$ cat src/rtl/eeprom_access_pkg.sv
package eeprom_access_pkg;

  localparam logic [1:0] SEL_ADDR = 2'd0;
  localparam logic [1:0] SEL_DATA = 2'd1;
  localparam logic [1:0] SEL_CTRL = 2'd2;

  localparam int CTRL_RD_BIT = 0;
  localparam int CTRL_WR_BIT = 1;

  typedef struct packed {
    logic loadAddr;
    logic loadData;
    logic startWrite;
    logic startRead;
    logic commit;
    logic writeBusy;
  } eeCtlStrobes_t;

endpackage

$ cat src/rtl/eeprom_access_ctl.sv
module eeprom_access_ctl
  import eeprom_access_pkg::*;
#(
  parameter int WRITE_TICKS = 26368,
  parameter int WR_STALL    = 2,
  parameter int RD_STALL    = 4
) (
  input  logic          clk,
  input  logic          rstN,
  input  logic          busSel,
  input  logic          busWe,
  input  logic [1:0]    busAddr,
  input  logic          wrBit,
  input  logic          rdBit,
  input  logic          timeTick,
  output eeCtlStrobes_t strobes,
  output logic          cpuStall
);

  localparam int TMR_W     = $clog2(WRITE_TICKS + 1);
  localparam int STALL_MAX = (WR_STALL > RD_STALL) ? WR_STALL : RD_STALL;
  localparam int STALL_W   = $clog2(STALL_MAX + 1);

  logic               busy;
  logic [TMR_W-1:0]   timer;
  logic [STALL_W-1:0] stallCnt;
  logic               regWr;
  logic               ctrlWr;
  logic               lastTick;

  always_comb begin
    regWr    = busSel && busWe;
    ctrlWr   = regWr && (busAddr == SEL_CTRL);
    lastTick = (timer == TMR_W'(WRITE_TICKS - 1));

    strobes.writeBusy  = busy;
    strobes.loadAddr   = regWr && (busAddr == SEL_ADDR) && !busy;
    strobes.loadData   = regWr && (busAddr == SEL_DATA);
    strobes.startWrite = ctrlWr && wrBit && !busy;
    strobes.startRead  = ctrlWr && rdBit && !wrBit && !busy;
    strobes.commit     = busy && timeTick && lastTick;
  end

  // Write-busy flag and tick counter
  always_ff @(posedge clk) begin
    if (!rstN) begin
      busy  <= 1'b0;
      timer <= '0;
    end else if (strobes.startWrite) begin
      busy  <= 1'b1;
      timer <= '0;
    end else if (busy && timeTick) begin
      if (lastTick) begin
        busy  <= 1'b0;
        timer <= '0;
      end else begin
        timer <= timer + TMR_W'(1);
      end
    end
  end

  // Processor stall counter
  always_ff @(posedge clk) begin
    if (!rstN) begin
      stallCnt <= '0;
    end else if (strobes.startWrite) begin
      stallCnt <= STALL_W'(WR_STALL);
    end else if (strobes.startRead) begin
      stallCnt <= STALL_W'(RD_STALL);
    end else if (stallCnt != '0) begin
      stallCnt <= stallCnt - STALL_W'(1);
    end
  end

  assign cpuStall = (stallCnt != '0);

  // busy persists until the final tick
  a_r3_busy_holds: assert property (@(posedge clk) disable iff (!rstN)
    busy && !strobes.commit |=> busy);

  // commit ends the write
  a_r3_commit_clears: assert property (@(posedge clk) disable iff (!rstN)
    strobes.commit |=> !busy);

  // no tick, no progress
  a_r3_idle_timer: assert property (@(posedge clk) disable iff (!rstN)
    busy && !timeTick |=> $stable(timer));

  // write start stalls the processor
  a_r4_wr_stall: assert property (@(posedge clk) disable iff (!rstN)
    strobes.startWrite |=> cpuStall);

  // read stalls the processor
  a_r6_rd_stall: assert property (@(posedge clk) disable iff (!rstN)
    strobes.startRead |=> cpuStall);

  // stall appears only after an accepted access
  a_r7_no_spurious_stall: assert property (@(posedge clk) disable iff (!rstN)
    !strobes.startWrite && !strobes.startRead && !cpuStall |=> !cpuStall);

  // pending write never rewinds its timer
  a_r8_no_restart: assert property (@(posedge clk) disable iff (!rstN)
    busy && !strobes.commit |=>
      (timer == $past(timer)) || (timer == $past(timer) + TMR_W'(1)));

endmodule

$ cat src/rtl/eeprom_access_dp.sv
module eeprom_access_dp
  import eeprom_access_pkg::*;
#(
  parameter int ADDR_W = 8,
  parameter int DATA_W = 8
) (
  input  logic              clk,
  input  logic              rstN,
  input  eeCtlStrobes_t     strobes,
  input  logic [1:0]        busAddr,
  input  logic [DATA_W-1:0] busWdata,
  input  logic [DATA_W-1:0] memRdata,
  output logic [DATA_W-1:0] busRdata,
  output logic [ADDR_W-1:0] memAddr,
  output logic [DATA_W-1:0] memWdata,
  output logic              memWe
);

  logic [ADDR_W-1:0] addrReg;
  logic [DATA_W-1:0] dataReg;
  logic [ADDR_W-1:0] wrAddr;
  logic [DATA_W-1:0] wrData;

  always_ff @(posedge clk) begin
    if (!rstN) begin
      addrReg <= '0;
    end else if (strobes.loadAddr) begin
      addrReg <= ADDR_W'(busWdata);
    end
  end

  always_ff @(posedge clk) begin
    if (!rstN) begin
      dataReg <= '0;
    end else if (strobes.startRead) begin
      dataReg <= memRdata;
    end else if (strobes.loadData) begin
      dataReg <= busWdata;
    end
  end

  // Snapshot taken at write start, used at commit
  always_ff @(posedge clk) begin
    if (!rstN) begin
      wrAddr <= '0;
      wrData <= '0;
    end else if (strobes.startWrite) begin
      wrAddr <= addrReg;
      wrData <= dataReg;
    end
  end

  always_comb begin
    memAddr  = strobes.writeBusy ? wrAddr : addrReg;
    memWdata = wrData;
    memWe    = strobes.commit;
    unique case (busAddr)
      SEL_ADDR: busRdata = DATA_W'(addrReg);
      SEL_DATA: busRdata = dataReg;
      SEL_CTRL: busRdata = DATA_W'({strobes.writeBusy, 1'b0});
      default:  busRdata = '0;
    endcase
  end

  // read data lands in the data register next cycle
  a_r5_read_lands: assert property (@(posedge clk) disable iff (!rstN)
    strobes.startRead |=> dataReg == $past(memRdata));

  // address register frozen during a pending write
  a_r7_addr_locked: assert property (@(posedge clk) disable iff (!rstN)
    strobes.writeBusy |=> $stable(addrReg));

  // commit snapshot stays fixed while busy
  a_r10_snapshot_stable: assert property (@(posedge clk) disable iff (!rstN)
    strobes.writeBusy |=> $stable(wrData) && $stable(wrAddr));

endmodule

$ cat src/rtl/eeprom_access_ctrl.sv
module eeprom_access_ctrl
  import eeprom_access_pkg::*;
#(
  parameter int ADDR_W      = 8,
  parameter int DATA_W      = 8,
  parameter int WRITE_TICKS = 26368,
  parameter int WR_STALL    = 2,
  parameter int RD_STALL    = 4
) (
  input  logic              clk,
  input  logic              rstN,
  input  logic              busSel,
  input  logic              busWe,
  input  logic [1:0]        busAddr,
  input  logic [DATA_W-1:0] busWdata,
  output logic [DATA_W-1:0] busRdata,
  input  logic              timeTick,
  output logic              cpuStall,
  output logic [ADDR_W-1:0] memAddr,
  output logic [DATA_W-1:0] memWdata,
  output logic              memWe,
  input  logic [DATA_W-1:0] memRdata
);

  eeCtlStrobes_t strobes;

  eeprom_access_ctl #(
    .WRITE_TICKS(WRITE_TICKS),
    .WR_STALL   (WR_STALL),
    .RD_STALL   (RD_STALL)
  ) ctl_i (
    .clk     (clk),
    .rstN    (rstN),
    .busSel  (busSel),
    .busWe   (busWe),
    .busAddr (busAddr),
    .wrBit   (busWdata[CTRL_WR_BIT]),
    .rdBit   (busWdata[CTRL_RD_BIT]),
    .timeTick(timeTick),
    .strobes (strobes),
    .cpuStall(cpuStall)
  );

  eeprom_access_dp #(
    .ADDR_W(ADDR_W),
    .DATA_W(DATA_W)
  ) dp_i (
    .clk     (clk),
    .rstN    (rstN),
    .strobes (strobes),
    .busAddr (busAddr),
    .busWdata(busWdata),
    .memRdata(memRdata),
    .busRdata(busRdata),
    .memAddr (memAddr),
    .memWdata(memWdata),
    .memWe   (memWe)
  );

endmodule

$ cat config.mk
export PLATFORM = sky130hd
export DESIGN_NAME = eeprom_access_ctrl
export DESIGN_NICKNAME = d
export VERILOG_FILES = /design/src/rtl/eeprom_access_pkg.sv /design/src/rtl/eeprom_access_ctl.sv /design/src/rtl/eeprom_access_dp.sv /design/src/rtl/eeprom_access_ctrl.sv
export SDC_FILE = /design/constraint.sdc
export NUM_CORES = 1
export LEC_CHECK = 0
export BUFFER_PORTS_ARGS = -buffer_cell sky130_fd_sc_hd__buf_2
export CELL_PAD_IN_SITES_DETAIL_PLACEMENT = 1
export CELL_PAD_IN_SITES_GLOBAL_PLACEMENT = 2
export CORE_MARGIN = 2
export CORE_UTILIZATION = 32
export CTS_CLUSTER_DIAMETER = 200
export CTS_CLUSTER_SIZE = 8
export DETAILED_ROUTE_END_ITERATION = 7
export PLACE_DENSITY_LB_ADDON = 0.1
export SETUP_SLACK_MARGIN = 0.2
export SYNTH_ARGS = -nofsm -noshare
export SYNTH_HDL_FRONTEND = slang
export SYNTH_SLANG_ARGS = --single-unit
$ cat constraint.sdc
create_clock -name clk -period 2.14 [get_ports clk]
set_clock_uncertainty 0.05 [all_clocks]
set_input_delay 0 -clock clk [delete_from_list [all_inputs] [get_ports clk]]
set_output_delay 0 -clock clk [all_outputs]
set_load 0.01 [all_outputs]
==> results.sh <==
export IMPL_track_usage_pct=16.9
export IMPL_grt_setup_unrepaired="yes"
export IMPL_power_mw=1.83
export IMPL_cap_violations=0
export IMPL_p_leak_nw=1.25
export IMPL_rrSetupSlack_ns=0.26
export IMPL_drc_errors=0
export IMPL_grt_max_degree=37
export IMPL_path_max_fanout=7
export IMPL_final_core_util_pct=42.6
export IMPL_cp_start_kind="flip-flop"
export IMPL_io_pins=49
export IMPL_hp_class="in -> reg"
export IMPL_critical_path_required_ns=2.29
export IMPL_hold_viol_final=0
export IMPL_final_setup_worst_slack_ns=0.256
export IMPL_grt_pass1_vias=2152
export IMPL_place_area_um2=2810
export IMPL_synth_seq_area_share_pct=42.0
export IMPL_grt_antenna_before_repair=0
export IMPL_clk_transition_reported_paths_ns=0.09
export IMPL_setup_worst_path_class="reg -> reg"
export IMPL_finalNonFillerCells=442
export IMPL_layout_drive_gt1_share_pct=24.5
export IMPL_clockRootBuffer="clkbuf_8"
export IMPL_synth_area_um2=2430
export IMPL_pre_cts_ws_ns=0.186
export IMPL_cts_path_max_buffers=2
export IMPL_synth_edf_count=0
export IMPL_drtIter0Drc=59
export IMPL_io_buffer_count=48
export IMPL_fin_tns_setup_ns=0
export IMPL_wl_per_cell_um=15.5
export IMPL_synth_area_per_cell_um2=8.88
export IMPL_dp_hpwl_um=4810
export IMPL_gr_total_overflow=0
export IMPL_synthTopCellsByCount="51 x dfxtp_1, 47 x nand2_1, 22 x a21boi_0"
export IMPL_final_min_clock_period_ns=1.88
export IMPL_hold_depth=4
export IMPL_post_route_period_util_pct=88.0
export IMPL_tritoncts="yes"
export IMPL_vias=2178
export IMPL_cts_sinks=51
export IMPL_wirelength_um=6860
export IMPL_yosysTopAreaCell="dfxtp_1"
export IMPL_antennaDiodeCount=0
export IMPL_gp_congestion=0.745
export IMPL_core_region_area_um2=7290
export IMPL_clock_latency_ns=0.31
export IMPL_slew_headroom_pct=56.6
export IMPL_antenna_left=0
export IMPL_synth_most_common_cell="dfxtp_1"
export IMPL_cp_end_kind="flip-flop"
export IMPL_netlist_instances=274
export IMPL_worst_slew_pin_slew_ns=0.651
export IMPL_numCtsBuffers=5
export IMPL_die_width_um=91.2
export IMPL_area_delta_synth_final_pct=27.7
export IMPL_ys_top_cells_by_area="dfxtp_1 42%, mux2i_1 7.4%, nand2_1 7.3%"
export IMPL_p_per_area_nw_per_um2=588
export IMPL_synth_ff_latch_count=51
export IMPL_grt_pass1_wl_um=11200
export IMPL_r2r_cells=5
export IMPL_synth_main_ff_cell="dfxtp_1"
export IMPL_setup_violations_final=0
export IMPL_synthArstFlopShare_pct=0
export IMPL_dr_pass1_iters=4
export IMPL_die_area_um2=8310
export IMPL_cts_max_level=2
export IMPL_nets=368
export IMPL_dp_cells=415
export IMPL_stdcell_area_um2=3110
export IMPL_die_y_um=91.2
export IMPL_worstPathArrival_ns=2.04
export IMPL_max_freq_ghz=0.531
export IMPL_drv_slew=0
export IMPL_status="finished, final reports clean"
export IMPL_num_rows=31
export IMPL_synth_fp_nets=300
export IMPL_synth_top_area_share_pct=42.0
export IMPL_ys_warn_count=0
export IMPL_fillCellCount=906
export IMPL_irDropWorstVdd_mv=0.228
export IMPL_start_util_pct=33.4
export IMPL_viasPerCell=4.93
export IMPL_synth_cell_types=40
export IMPL_holdWs_ns=0.0433
==> layout by cell type, fill, tap and decap left out, types with 2 or more instances in the layout <==
cell type,Yosys,final
dlygate4sd3_1,0,16
xor2_1,8,8
a21boi_0,22,22
buf_2,3,48
a21oi_1,8,8
nand3_1,7,7
nand4_1,6,6
nor3_1,4,4
buf_4,0,10
mux2i_1,18,18
nand2_1,47,47
dfxtp_1,51,50
and3_1,5,5
xnor2_1,3,3
inv_1,5,5
o21ai_0,5,5
or4_1,2,2
and4_1,2,2
mux2_2,8,8
nor2b_1,13,13
or3_1,3,3
a22oi_1,6,6
nand3_2,1,2
clkbuf_8,0,7
or2_2,2,2
nor2_1,17,17
ha_1,3,3
==> cells by family (layout without fill, tap and decap cells) <==
group,after synthesis,count (layout),synth area share [%]
AND/OR/NAND/NOR,116,117,24.4
flip-flops,51,51,42.0
multiplexers,26,26,11.1
buffers and inverters,20,88,3.70
AO/OA/AOI/OAI,47,47,13.3
adder cells (fa/ha/maj),3,3,1.54
XOR/XNOR,11,11,3.96
==> routing by layer <==
metal  global-route usage (%)  part of all wire [%]  wire (um)
met5                        0                     0          0
met4                     4.17                   1.0         70
met3                     2.90                   2.8        194
met2                     27.3                    45       3090
met1                     23.3                    51       3500
==> where the power goes <==
part / internal, mW / switching [mW]
sequential: 0.967 / 0.0181
combinational: 0.105 / 0.109
clock: 0.295 / 0.332
total: 1.37 / 0.459
==> worst paths after layout <==
path / start / end
worst max-delay path: ctl_i.timer[8] / ctl_i.timer[9]
worst min-delay path: timeTick / ctl_i.timer[2]
worst max register to register: ctl_i.timer[8] / ctl_i.timer[9]
worst min register to register: dp_i.memWdata[5] / dp_i.memWdata[5]
==> worst max-delay path, cell delays in order, from the launching register on <==
cell	delay [ns]
dfxtp_2	0.35
or4b_4	0.54
or4_4	0.43
buf_4	0.17
nand3_2	0.16
nor2_1	0.08
==> final cells by class <==
class,count,area [um^2],area share [%]
clock buffer,7,96.3,3.10
tap,99,124,3.99
multi-input combinational,204,1340,43.2
clock inverter,1,7.51,0.242
sequential,51,1020,32.9
timing repair buffer,75,495,16.0
inverter,5,18.8,0.604
==> state kept, by name (all words and copies together) (netlist names) <==
signal / count
dp_i.wrAddr: 8
dp_i.addrReg: 8
ctl_i.timer: 15
dp_i.dataReg: 8
dp_i.memWdata: 8
ctl_i.stallCnt: 3
ctl_i.busy: 1
==> what timing repair did <==
action                                 in CTS  in global routing
hold buffers                               16                  0
endpoints found under the hold margin      16                  0
gates resized for setup                     2                  1
setup endpoints to repair                  15                 16
gates cloned                                0                  1
pin swaps                                   2                  0
buffers inserted                            2                  0
Power figures use the tool's default switching activity.
